$ cat src/rtl/msi_agg_pkg.sv
package msi_agg_pkg;

  // Register kind selected by the low address nibble inside a line's bank
  typedef enum logic [1:0] {
    KIND_NONE   = 2'd0,
    KIND_STATUS = 2'd1,
    KIND_EN_SET = 2'd2,
    KIND_EN_CLR = 2'd3
  } reg_kind_e;

  localparam logic [3:0]  NIB_STATUS = 4'h4;
  localparam logic [3:0]  NIB_EN_SET = 4'h8;
  localparam logic [3:0]  NIB_EN_CLR = 4'hC;
  localparam int unsigned BANK_BASE  = 32'h100;
  localparam int unsigned LINE_STEP_LOG2 = 4;  // 16-byte spacing per line
  localparam int unsigned ACK_ADDR   = 32'h050;
  localparam int unsigned ACK_BIAS   = 4;      // acknowledge value = bias + line

endpackage

$ cat src/rtl/msi_rst_sync.sv
module msi_rst_sync (
  input  logic clk,
  input  logic rst_n,
  output logic rst_n_sync
);
  logic meta_q;
  logic sync_q;

  always_ff @(posedge clk or negedge rst_n) begin
    if (!rst_n) begin
      meta_q <= 1'b0;
      sync_q <= 1'b0;
    end else begin
      meta_q <= 1'b1;
      sync_q <= meta_q;
    end
  end

  assign rst_n_sync = sync_q;
endmodule

$ cat src/rtl/msi_capture_decode.sv
module msi_capture_decode #(
  parameter int unsigned NUM_LINES = 8,
  parameter int unsigned VEC_BITS  = 4,
  parameter int unsigned VEC_IN_W  = 8,
  localparam int unsigned TOTAL    = NUM_LINES * VEC_BITS
) (
  input  logic                msi_valid,
  input  logic [VEC_IN_W-1:0] msi_vector,
  output logic [TOTAL-1:0]    set_flat
);
  // Line-major flat layout: set_flat[line*VEC_BITS + bit]
  always_comb begin
    set_flat = '0;
    for (int ln = 0; ln < int'(NUM_LINES); ln++) begin
      for (int b = 0; b < int'(VEC_BITS); b++) begin
        if (msi_valid && (msi_vector == VEC_IN_W'(ln + b * int'(NUM_LINES))))
          set_flat[ln*VEC_BITS + b] = 1'b1;
      end
    end
  end
endmodule

$ cat src/rtl/msi_regif.sv
module msi_regif
  import msi_agg_pkg::*;
#(
  parameter int unsigned NUM_LINES = 8,
  parameter int unsigned VEC_BITS  = 4,
  parameter int unsigned ADDR_W    = 12,
  parameter int unsigned DATA_W    = 32,
  localparam int unsigned LINE_W   = (NUM_LINES > 1) ? $clog2(NUM_LINES) : 1,
  localparam int unsigned TOTAL    = NUM_LINES * VEC_BITS,
  localparam int unsigned TAG_SH   = LINE_STEP_LOG2 + LINE_W
) (
  input  logic [ADDR_W-1:0]  reg_addr,
  input  logic [DATA_W-1:0]  reg_wdata,
  input  logic               reg_we,
  input  logic [TOTAL-1:0]   status_flat,
  input  logic [TOTAL-1:0]   enable_flat,
  output logic [TOTAL-1:0]   w1c_flat,
  output logic [TOTAL-1:0]   en_set_flat,
  output logic [TOTAL-1:0]   en_clr_flat,
  output logic [NUM_LINES-1:0] ack_vec,
  output logic [DATA_W-1:0]  reg_rdata
);
  localparam logic [ADDR_W-1:0] BANK_TAG = ADDR_W'(BANK_BASE >> TAG_SH);

  logic              bank_hit;
  logic [LINE_W-1:0] sel_line;
  reg_kind_e         kind;
  logic              ack_hit;

  always_comb begin
    bank_hit = ((reg_addr >> TAG_SH) == BANK_TAG);
    sel_line = reg_addr[LINE_STEP_LOG2 +: LINE_W];
    kind     = KIND_NONE;
    if (bank_hit) begin
      case (reg_addr[3:0])
        NIB_STATUS: kind = KIND_STATUS;
        NIB_EN_SET: kind = KIND_EN_SET;
        NIB_EN_CLR: kind = KIND_EN_CLR;
        default:    kind = KIND_NONE;
      endcase
    end
    ack_hit = reg_we && (reg_addr == ADDR_W'(ACK_ADDR));
  end

  // Write strobes per line
  always_comb begin
    w1c_flat    = '0;
    en_set_flat = '0;
    en_clr_flat = '0;
    for (int ln = 0; ln < int'(NUM_LINES); ln++) begin
      if (reg_we && (sel_line == LINE_W'(ln))) begin
        if (kind == KIND_STATUS) w1c_flat[ln*VEC_BITS +: VEC_BITS]    = reg_wdata[VEC_BITS-1:0];
        if (kind == KIND_EN_SET) en_set_flat[ln*VEC_BITS +: VEC_BITS] = reg_wdata[VEC_BITS-1:0];
        if (kind == KIND_EN_CLR) en_clr_flat[ln*VEC_BITS +: VEC_BITS] = reg_wdata[VEC_BITS-1:0];
      end
    end
  end

  // Acknowledge decode: value ACK_BIAS + r selects line r
  generate
    for (genvar r = 0; r < NUM_LINES; r++) begin : g_ack
      assign ack_vec[r] = ack_hit && (reg_wdata == DATA_W'(ACK_BIAS + r));
    end
  endgenerate

  // Read mux
  always_comb begin
    reg_rdata = '0;
    case (kind)
      KIND_STATUS: reg_rdata = DATA_W'(status_flat[sel_line*VEC_BITS +: VEC_BITS]);
      KIND_EN_SET,
      KIND_EN_CLR: reg_rdata = DATA_W'(enable_flat[sel_line*VEC_BITS +: VEC_BITS]);
      default:     reg_rdata = '0;
    endcase
  end
endmodule

$ cat src/rtl/msi_line.sv
module msi_line #(
  parameter int unsigned VEC_BITS = 4
) (
  input  logic                clk,
  input  logic                rst_n,
  input  logic [VEC_BITS-1:0] set_i,
  input  logic [VEC_BITS-1:0] w1c_i,
  input  logic [VEC_BITS-1:0] en_set_i,
  input  logic [VEC_BITS-1:0] en_clr_i,
  input  logic                ack_i,
  output logic [VEC_BITS-1:0] status_o,
  output logic [VEC_BITS-1:0] enable_o,
  output logic                irq_o
);
  logic [VEC_BITS-1:0] status_q, status_d;
  logic [VEC_BITS-1:0] enable_q, enable_d;
  logic                blank_q, blank_d;
  logic                status_ce, enable_ce;

  // Next state: capture beats clear on the same bit
  always_comb begin
    status_ce = (|set_i) || (|w1c_i);
    status_d  = (status_q & ~w1c_i) | set_i;
    enable_ce = (|en_set_i) || (|en_clr_i);
    enable_d  = (enable_q | en_set_i) & ~en_clr_i;
    blank_d   = ack_i;
  end

  always_ff @(posedge clk or negedge rst_n) begin
    if (!rst_n) begin
      status_q <= '0;
      enable_q <= '0;
      blank_q  <= 1'b0;
    end else begin
      if (status_ce) status_q <= status_d;
      if (enable_ce) enable_q <= enable_d;
      blank_q <= blank_d;
    end
  end

  assign status_o = status_q;
  assign enable_o = enable_q;
  assign irq_o    = (|(status_q & enable_q)) && !blank_q;

  generate
    for (genvar b = 0; b < VEC_BITS; b++) begin : g_chk
      a_r2_capture_sets: assert property (@(posedge clk) disable iff (!rst_n)
        set_i[b] |=> status_q[b]);
      a_r4_clear_drops: assert property (@(posedge clk) disable iff (!rst_n)
        (w1c_i[b] && !set_i[b]) |=> !status_q[b]);
      a_r5_enable_on: assert property (@(posedge clk) disable iff (!rst_n)
        (en_set_i[b] && !en_clr_i[b]) |=> enable_q[b]);
      a_r5_enable_off: assert property (@(posedge clk) disable iff (!rst_n)
        en_clr_i[b] |=> !enable_q[b]);
    end
  endgenerate

  a_r7_ack_blanks: assert property (@(posedge clk) disable iff (!rst_n)
    ack_i |=> !irq_o);
  a_r4_hold_idle: assert property (@(posedge clk) disable iff (!rst_n)
    (!(|set_i) && !(|w1c_i)) |=> $stable(status_q));
endmodule

$ cat src/rtl/msi_agg.sv
module msi_agg #(
  parameter int unsigned NUM_LINES = 8,
  parameter int unsigned VEC_BITS  = 4,
  parameter int unsigned VEC_IN_W  = 8,
  parameter int unsigned ADDR_W    = 12,
  parameter int unsigned DATA_W    = 32
) (
  input  logic                 clk,
  input  logic                 rst_n,
  input  logic [ADDR_W-1:0]    reg_addr,
  input  logic [DATA_W-1:0]    reg_wdata,
  input  logic                 reg_we,
  output logic [DATA_W-1:0]    reg_rdata,
  input  logic                 msi_valid,
  input  logic [VEC_IN_W-1:0]  msi_vector,
  output logic [NUM_LINES-1:0] irq_o
);
  localparam int unsigned TOTAL = NUM_LINES * VEC_BITS;

  logic             rst_n_sync;
  logic [TOTAL-1:0] set_flat, w1c_flat, en_set_flat, en_clr_flat;
  logic [TOTAL-1:0] status_flat, enable_flat;
  logic [NUM_LINES-1:0] ack_vec;

  msi_rst_sync u_rst (
    .clk        (clk),
    .rst_n      (rst_n),
    .rst_n_sync (rst_n_sync)
  );

  msi_capture_decode #(
    .NUM_LINES (NUM_LINES),
    .VEC_BITS  (VEC_BITS),
    .VEC_IN_W  (VEC_IN_W)
  ) u_cap (
    .msi_valid  (msi_valid),
    .msi_vector (msi_vector),
    .set_flat   (set_flat)
  );

  msi_regif #(
    .NUM_LINES (NUM_LINES),
    .VEC_BITS  (VEC_BITS),
    .ADDR_W    (ADDR_W),
    .DATA_W    (DATA_W)
  ) u_regif (
    .reg_addr    (reg_addr),
    .reg_wdata   (reg_wdata),
    .reg_we      (reg_we),
    .status_flat (status_flat),
    .enable_flat (enable_flat),
    .w1c_flat    (w1c_flat),
    .en_set_flat (en_set_flat),
    .en_clr_flat (en_clr_flat),
    .ack_vec     (ack_vec),
    .reg_rdata   (reg_rdata)
  );

  generate
    for (genvar r = 0; r < NUM_LINES; r++) begin : g_line
      msi_line #(.VEC_BITS(VEC_BITS)) u_line (
        .clk      (clk),
        .rst_n    (rst_n_sync),
        .set_i    (set_flat[r*VEC_BITS +: VEC_BITS]),
        .w1c_i    (w1c_flat[r*VEC_BITS +: VEC_BITS]),
        .en_set_i (en_set_flat[r*VEC_BITS +: VEC_BITS]),
        .en_clr_i (en_clr_flat[r*VEC_BITS +: VEC_BITS]),
        .ack_i    (ack_vec[r]),
        .status_o (status_flat[r*VEC_BITS +: VEC_BITS]),
        .enable_o (enable_flat[r*VEC_BITS +: VEC_BITS]),
        .irq_o    (irq_o[r])
      );
    end
  endgenerate

  a_r3_range_ignored: assert property (@(posedge clk) disable iff (!rst_n_sync)
    (msi_valid && (msi_vector >= VEC_IN_W'(TOTAL)) && !reg_we) |=> $stable(status_flat));
  a_r1_single_capture: assert property (@(posedge clk) disable iff (!rst_n_sync)
    $countones(set_flat) <= 1);
endmodule

$ cat config.mk
export PLATFORM = sky130hd
export DESIGN_NAME = msi_agg
export DESIGN_NICKNAME = d
export VERILOG_FILES = /design/src/rtl/msi_agg_pkg.sv /design/src/rtl/msi_rst_sync.sv /design/src/rtl/msi_capture_decode.sv /design/src/rtl/msi_regif.sv /design/src/rtl/msi_line.sv /design/src/rtl/msi_agg.sv
export SDC_FILE = /design/constraint.sdc
export NUM_CORES = 1
export LEC_CHECK = 0
export BUFFER_PORTS_ARGS = -buffer_cell sky130_fd_sc_hd__buf_2
export CAP_MARGIN = 5
export CORE_ASPECT_RATIO = 1.75
export CORE_MARGIN = 2
export CORE_UTILIZATION = 40
export DETAILED_ROUTE_END_ITERATION = 10
export HOLD_SLACK_MARGIN = 0.05
export SLEW_MARGIN = 5
export SYNTH_ARGS = -nofsm -noshare
export SYNTH_HDL_FRONTEND = slang
export SYNTH_HIERARCHICAL = 1
export SYNTH_SLANG_ARGS = --single-unit
$ cat constraint.sdc
create_clock -name clk -period 3.93 [get_ports clk]
set_input_delay 0.5895 -clock clk [delete_from_list [all_inputs] [get_ports clk]]
set_output_delay 0.5895 -clock clk [all_outputs]
set_load 0.02 [all_outputs]
# ---- Yosys cells after proc, flatten, opt, wreduce, memory -nomap -nowiden
# Index checks and enable logic that the tools add are counted.
dict set report word_totals {
  reg_bits 74
  input_bits 56
  output_inout_bits 40
  elab_cells 324
}
dict set report op_classes {
  n_eq_ne 54
  shifts 2
  mux 62
  bitwise_logic 56
  reduce_logical 124
}
# op count
set op_table {}
lappend op_table {{OR reduction 4 bit} 40}
lappend op_table {{== test 32 x 3 -> 1 bit, second input constant} 4}
lappend op_table {{== test 32 x 4 -> 1 bit, second input constant} 4}
lappend op_table {{== test 8 x 5 -> 1 bit, second input constant} 16}
lappend op_table {{2-to-1 mux 4 bit} 27}
lappend op_table {{bitwise AND 4 bit} 24}
lappend op_table {{== test 8 x 4 -> 1 bit, second input constant} 8}
lappend op_table {{NOT 4 bit} 16}
lappend op_table {{OR 4 bit} 16}
lappend op_table {{indexed part select 32 x 6 -> 4 bit} 2}
lappend op_table {{logical AND 1 bit} 57}
lappend op_table {{== test 8 x 3 -> 1 bit, second input constant} 4}
lappend op_table {{2-to-1 mux 1 bit} 32}
lappend op_table {{== test 8 x 2 -> 1 bit, second input constant} 2}
lappend op_table {{logical OR 1 bit} 16}
lappend op_table {{== test 12 x 7 -> 1 bit, second input constant} 1}
lappend op_table {{== test 3 bit, second input constant} 4}
lappend op_table {{== test 4 bit, second input constant} 2}
lappend op_table {{== test 8 x 1 -> 1 bit, second input constant} 1}
lappend op_table {{zero test 1 bit} 8}
lappend op_table {{zero test 8 bit} 1}
lappend op_table {{one-hot mux 4 bit (2 select lines)} 1}
lappend op_table {{== test 3 x 2 -> 1 bit, second input constant} 2}
lappend op_table {{one-hot mux 2 bit (3 select lines)} 1}
lappend op_table {{8 further kinds} 9}

# ---- Longest topological paths before layout
# Gate-level depths: netlist (run 1).
dict set report depth {
  depth_word 9
  depth_mapped 9
  ltp_nobuf 7
}

# ---- Hierarchy
# Netlist (run 1), hierarchy kept.
# module instances cells_per_inst area_each_um2 seq_area_each_um2
set by_module_without_submodules {}
lappend by_module_without_submodules {msi_line 8 28 321.6 225.2}
lappend by_module_without_submodules {msi_regif 1 279 1592.8 0.0}
lappend by_module_without_submodules {msi_capture_decode 1 53 340.3 0.0}
lappend by_module_without_submodules {msi_rst_sync 1 3 53.8 50.0}

# ---- Least setup slack after synthesis (run 1)
# OpenSTA, ideal clock, no wires.
dict set report synth_timing {
  kind {input to output}
  from {input port reg_addr[7]}
  to {output port reg_rdata[0]}
  t_arrival_ns 2.170
  required_time_ns 3.340
  path_slack_ns 1.170
  path_stages 6
  path_buffers 1
  cell_sequence {or4_4 nor2_8 buf_8 nand2_1 a32o_1 o31ai_2}
}
dict set report synth_between {
  elab_chain_len 5
  elab_cells_between_ends 7
  cone_classes {eq/ne (4); mux (2); reduce/logical (1)}
}
# item line
set synth_lines {}
lappend synth_lines {{start, declared} msi_agg.sv:10} ;# input logic [ADDR_W-1:0] reg_addr,
lappend synth_lines {{== test 5 x 2 -> 1 bit *} msi_regif.sv:31} ;# bank_hit = ((reg_addr >> TAG_SH) == BANK_TAG);
lappend synth_lines {{2-to-1 mux 2 bit *} msi_regif.sv:34} ;# if (bank_hit) begin
lappend synth_lines {{== test 2 bit} msi_regif.sv:69} ;# case (kind)
lappend synth_lines {{OR reduction 2 bit} msi_regif.sv:69}
lappend synth_lines {{one-hot mux 4 bit (2 select lines) *} msi_regif.sv:69}
lappend synth_lines {{end, declared} msi_agg.sv:13} ;# output logic [DATA_W-1:0] reg_rdata,
# Every way passes the cells marked *; elsewhere a longest branch is shown, timed or not.

# ---- Final worst setup path (run 1)
dict set report layout_timing {
  from {input port reg_addr[7]}
  to {output port reg_rdata[1]}
}
# Same word-level chain as after synthesis.

==> impl_results.md, run 1 <==
* Status: finished clean
* Post-synthesis cell type count at 46
* Top Ports at 96
* Ant. Diodes at 0
* Largest area contributor in the netlist: dfrtp_1
* Synth top area cells: dfrtp_1 (41%), nor2_1 (14%), buf_4 (4.8%)
* GP Congestion at 0.991
* Gate power share at under 10%
* Tmin final at approximately 3200 ps
* Clock power share at about half
* Post-route antenna net violation count at 0
* PD cells at approximately 380 nW/um2
* CORE AREA at 11100 um2
* Clock Latency Late Sink at around 340 ps
* Share of cells above drive strength 1 at 18.5%
* Setup Viol. Count Final at 0
* Ys Warns at 6
* Worst Hold Launch: u_rst/meta_q
* Flops & latches, synth at 74
* Detailed-router iteration count before antenna repair at 5
* Crit-path slowest cell: o2111ai_1
* R2r endpoint: g_line[1].u_line/enable_o[2]
* Critical Path End Type: output pin
* Initial antenna violation count at 0
* Grt ovf at 0
* Clock transition at path regs at 60 ps
* Startpoint types: input pin
* Commonest register cell after synthesis: dfrtp_1
* Post-Syn Area at around 4600 um2
* Worst r2r src: u_rst/rst_n_sync
* Routed wire length per instance at 19.6 um
* Largest net degree at the start of global routing at 43
* Cell count after synthesis at roughly 560
* CP peak stage delay at approximately 360 ps
* DRC at 0
* Synth-to-layout area growth at 14.1%
* Port Buffers at 67
* EDFF count, synth at 0
* Htree depth at 3
* Instance count on the critical path at 8
* Vias in the first global route at 4163
* TritonCTS clock tree: yes
* Max Buffers Root-to-Sink at 2
* CP cell instances: buf_2, nor4_2, buf_4, o2111ai_1, a311oi_1, nor4b_1, a31o_1, buf_2
* Pint at around 1500 uW
* Root buffer cell: clkbuf_16
* Worst Hold Depth at 0
* RSZ-0062 raised after global routing: false
* Vias at 4359
* Max_cap viols at 0
* Postcts setup bufs at 0
* Fin crit share at about four fifths
* Most common cell in the netlist: nor2_1
* Setup_tns at 0 ps
* DIE HEIGHT at around 150 um
* Wirelength, routed at about 15 mm
* CTS Sinks at 74
* Worst slew margin at 19.7%
* Crit-path leading delay family: compound AO/OA/AOI/OAI gates
* Top cell by count, worst path: buf_2
* Hold Path Class: reg2reg
* Layout fillers at between 1000 and 1500
* Total GRT Usage at 24.3%
* Fin nets at about 670
* P_leak at between 0.002 and 0.0025 uW
* Crit Path Category: in2out
* Most frequent cells after synthesis: nor2_1 (166), dfrtp_1 (74), inv_1 (34)
* Switching part of the total at about a quarter
* Async SR Flop Fraction at between 90% and 100%
* Synth top area share at between 40 and 50%
* Vias per inst at roughly 5.8
* CTS buffer count at 9
* Max frequency at slightly above 300 MHz
* Avg Inst Size Synth at 8.16 um2
* Cells on worst reg2reg path at 1
* Post-layout util at between 40% and 50%
* Part of the Yosys area used for sequential elements at between 40 and 50%
* Hold endpoint: u_rst/rst_n_sync
* Measured slew at the worst slew-check pin at about 1200 ps
* Global-route wire length before repair at approximately 23 mm
* Crit path max fanout at 13
* Max Slew Vio Count at 0
* VDD IR max at 0.000219 V
* P_sw at around 470 uW
* Setup slack, reg-to-reg at around 2500 ps
* Cell row count at just over 50
* Register share of total power at 42.5%
* Die X-Extent at roughly 85 um
* Initial core utilization at 41.1%
* Final Hold Fails at 0
* Area of the die at ~12000 um2
* WP data arrival at around 2600 ps
* Initial DRC Count at around 440
* CP bufs+invs at 3
* Data required, critical path at approximately 3300 ps
* Post-DP HPWL at 11.1 mm
* Clock Skew at 3.49 ps
[power by group through the flow]
stage / sequential [uW] / combinational (uW) / clock, uW
4_1_cts: 830 / 180 / 952
6_report: 830 / 183 / 939
5_1_grt: 834 / 199 / 984
3_5_place_dp: 843 / 179 / 0
3_3_place_gp: 843 / 174 / 0
2_1_floorplan: 832 / 136 / 0
[through the flow]
| stage | hold slack (ps) | setup slack, ps | instance area (um2) | instances | total power (uW) |
|---|---|---|---|---|---|
| after floorplan | 294 | 1170 | 4660 | 586 | 967 |
| after global placement | 338 | 829 | 4860 | 735 | 1020 |
| after detailed placement | 355 | 773 | 4860 | 735 | 1020 |
| after CTS | 368 | 762 | 5200 | 752 | 1960 |
| after global routing | 375 | 552 | 5200 | 752 | 2020 |
| final | 363 | 714 | 5200 | 752 | 1950 |
[state kept, by name, summed over array words and instances (netlist names)]
register	count
g_line.u_line/status_o	32
u_rst/meta_q	1
g_line.u_line/blank_q	8
u_rst/rst_n_sync	1
g_line.u_line/enable_o	32
[logic make-up (layout without fill, tap and decap cells)]
| group | count (synthesis) | after routing | synth area share, % |
|---|---|---|---|
| multiplexers | 9 | 9 | 3.35 |
| buffers and inverters | 89 | 123 | 10.3 |
| AND/OR/NAND/NOR | 299 | 299 | 31.7 |
| other | 2 | 29 | 0.165 |
| flip-flops | 74 | 74 | 40.6 |
| AO/OA/AOI/OAI | 86 | 86 | 13.9 |
[worst max path at each step]
| stage | end | slack, ps | from |
|---|---|---|---|
| 5_1_grt | reg_rdata[1] | 550 | reg_addr[7] |
| 2_1_floorplan | reg_rdata[0] | 1170 | reg_addr[7] |
| 3_3_place_gp | reg_rdata[1] | 830 | reg_addr[7] |
| 3_5_place_dp | reg_rdata[1] | 770 | reg_addr[7] |
| 4_1_cts | reg_rdata[1] | 760 | reg_addr[7] |
| 6_report | reg_rdata[1] | 710 | reg_addr[7] |
[area by class of cell]
class / count / area (um2) / area share (%)
Timing Repair Buffer: 73 / 383 / 7.36
Multi-Input combinational cell: 423 / 2340 / 45.0
Clock buffer: 11 / 233 / 4.47
Inverter: 34 / 128 / 2.45
Tap cell: 132 / 165 / 3.17
Clock inverter: 5 / 103 / 1.97
Sequential cell: 74 / 1850 / 35.6
[what timing repair did]
action                                 CTS  global route
endpoints found under the hold margin    2             0
gates resized for setup                  0             0
hold buffers                             1             0
[per-layer routing]
layer	wire (um)	vias to the layer above	part of all wire, %	global-route usage [%]
met5	0	-	0	0
met4	954	0	6.5	16.0
met3	1000	53	6.8	4.44
met2	7670	270	52	41.5
met1	5140	2069	35	27.0
li1	-	1967	-	-
[placed cells by master (no fill, tap or decap), types with 6 or more instances in the layout]
cell       netlist  final
a22oi_1         17     17
nor2_1         166    166
o21ai_0          8      8
nor2b_1          6      6
clkbuf_16        0      9
a21oi_1         12     12
nand4_1          6      6
a21o_2           8      8
dfrtp_1         74     73
nor4_2           7      7
a21o_1          24     24
nor3_1          27     27
nor4_1          13     13
buf_2            6     67
conb_1           2     29
nand2_1         26     26
inv_1           34     34
and3_1           7      7
nand3_1         13     13
Note: power is estimated with default switching activity, not from simulation.
==> inputs of run 2 (changes only) <==
Clock period 3.93 ns to 2.7 ns, I/O delays scaled along.
==> impl_results.md, run 2 (synthesis gave the netlist of run 1 again) <==
* Max Slew Vio Count at 0 (unchanged)
* Port Buffers at 67 (unchanged)
* Cells on worst reg2reg path at 1 (unchanged)
* Final Hold Fails at 0 (unchanged)
* Measured slew at the worst slew-check pin at 678 ps (-526 ps)
* Initial DRC Count at 330 (-24%)
* Initial antenna violation count at 0 (unchanged)
* Max Buffers Root-to-Sink at 2 (unchanged)
* CTS Sinks at 74 (unchanged)
* CORE AREA at 11100 um2 (unchanged)
* Initial core utilization at 41.1% (unchanged)
* Vias at 4373 (+0.32%)
* TritonCTS clock tree: yes
* Clock Skew at 7.86 ps (+4.37 ps)
* Multi-input gate area at 2350 um2 (+0.64%)
* Tmin final at 2630 ps
* Top Ports at 96 (unchanged)
* Htree depth at 3 (unchanged)
* Vias in the first global route at 4480 (+7.6%)
* DIE HEIGHT at 145 um (unchanged)
* Startpoint types: input pin
* P_leak at 0.00248 uW (+2.0%)
* Cell row count at 51 (unchanged)
* Ant. Diodes at 0 (unchanged)
* Synth-to-layout area growth at 15.8%
* Grt ovf at 0 (unchanged)
* Register area at 1850 um2 (unchanged)
* Crit path max fanout at 3 (-10)
* Hold Path Class: reg2async
* Post-DP HPWL at 11.3 mm (+2.0%)
* Crit Path Category: in2out
* Fin nets at 687 (+2.4%)
* Critical Path End Type: output pin
* Detailed-router iteration count before antenna repair at 5 (unchanged)
* DRC at 0 (unchanged)
* Routed wire length per instance at 19.2 um (-2.3%)
* Setup_tns at 0 ps (unchanged)
* Total GRT Usage at 24.6% (+0.31 points)
* Layout fillers at 1113 (-0.18%)
* Most common cell after layout, fill and taps aside: nor2_1
* RSZ-0062 raised after global routing: false
* WP data arrival at 2230 ps (-400 ps)
* Post-layout util at 47.6% (+0.69 points)
* VDD IR max at 0.000291 V (+33%)
* Worst slew margin at 54.4% (+35 points)
* Data required, critical path at 2300 ps (-1040 ps)
* R2r endpoint: g_line[2].u_line/status_o[0]
* Worst r2r src: u_rst/rst_n_sync
* Fin crit share at 97.5%
* Status: finished clean
* Setup Viol. Count Final at 0 (unchanged)
* PD cells at 478 nW/um2 (+27%)
* Area of the die at 12300 um2 (unchanged)
* Vias per inst at 5.71 (-1.5%)
* Commonest non-fill, non-tap cells in the layout: nor2_1 (166), dfrtp_1 (73), buf_2 (67)
* Share of cells above drive strength 1 at 20.7% (+2.1 points)
* Clock transition at path regs at 60 ps (about the same)
* CTS buffer count at 9 (unchanged)
* Max frequency at about 380 MHz
* Max_cap viols at 0 (unchanged)
* Die X-Extent at 84.7 um (unchanged)
* Global-route wire length before repair at 23.3 mm (+3.1%)
* Setup slack, reg-to-reg at 1840 ps (-630 ps)
* Largest net degree at the start of global routing at 57 (+33%)
* Clock Latency Late Sink at 330 ps (about the same)
* Post-route antenna net violation count at 0 (unchanged)
* Root buffer cell: clkbuf_16
* GP Congestion at 0.965 (-2.6%)
* Wirelength, routed at 14.7 mm (-0.48%)
-- run 2: cell types whose count changed in the layout (fill, tap and decap cells not counted) --
cell       delta
nor4_2        -1
buf_12        +2
clkinv_2      +2
bufinv_16     -3
nor4b_1       -1
nor4b_2       +1
nor4_4        +1
clkbuf_1      -1
buf_4        +14
-- run 2: power breakdown --
part	switching (uW)	internal [uW]
Combinational	177	106
Clock	434	606
Sequential	45.6	1150
-- run 2: repair_timing --
action | CTS | global route
hold buffers | 1 | 0
endpoints found under the setup margin | 0 | 2
resized for setup | 0 | 2
endpoints found under the hold margin | 2 | 0
setup buffers | 0 | 0
-- run 2: layer usage --
layer | vias up | part of all wire (%) | wire, um | track usage, %
li1 | 1999 | - | - | -
met1 | 2111 | 35 | 5200 | 26.7
met2 | 216 | 52 | 7700 | 43.9
met3 | 47 | 6.1 | 897 | 3.64
met4 | 0 | 6.1 | 899 | 14.9
met5 | - | 0 | 0 | 0
-- run 2: area by class of cell --
type / count / area share (%)
Inverter: 34 / 2.42
Sequential cell: 74 / 35.1
Tap cell: 132 / 3.13
Multi-Input combinational cell: 423 / 44.6
Clock inverter: 4 / 0.427
Timing Repair Buffer: 89 / 10.0
Clock buffer: 10 / 4.34
-- run 2: per-stage QoR --
stage               setup WS (ps)  hold WS, ps  cells  instance area, um2  total power [uW]
floorplan                     309          109    586                4660              1410
global placement             61.1          190    751                5000              1490
detailed placement           56.2          191    751                5000              1500
CTS                          67.7          218    766                5270              2540
global route                 31.9          239    766                5280              2630
finish                       67.9          199    766                5280              2520
-- run 2: critical path, cell delays in order --
cell     delay [ps]
buf_2           120
or4_4           580
or4_1           520
o31ai_1         100
nor4b_2         120
a31o_1          220
buf_2           160
-- run 2: how the worst max path moves through the flow --
stage          cells past startpoint   startpoint                  endpoint  slack (ps)
2_1_floorplan                      6  reg_addr[7]              reg_rdata[0]         310
3_3_place_gp                       7  reg_addr[4]  g_line[0].u_line/blank_q          60
3_5_place_dp                       7  reg_addr[4]  g_line[0].u_line/blank_q          60
4_1_cts                            8  reg_addr[7]              reg_rdata[1]          70
5_1_grt                            7  reg_addr[7]              reg_rdata[1]          30
6_report                           7  reg_addr[7]              reg_rdata[1]          70
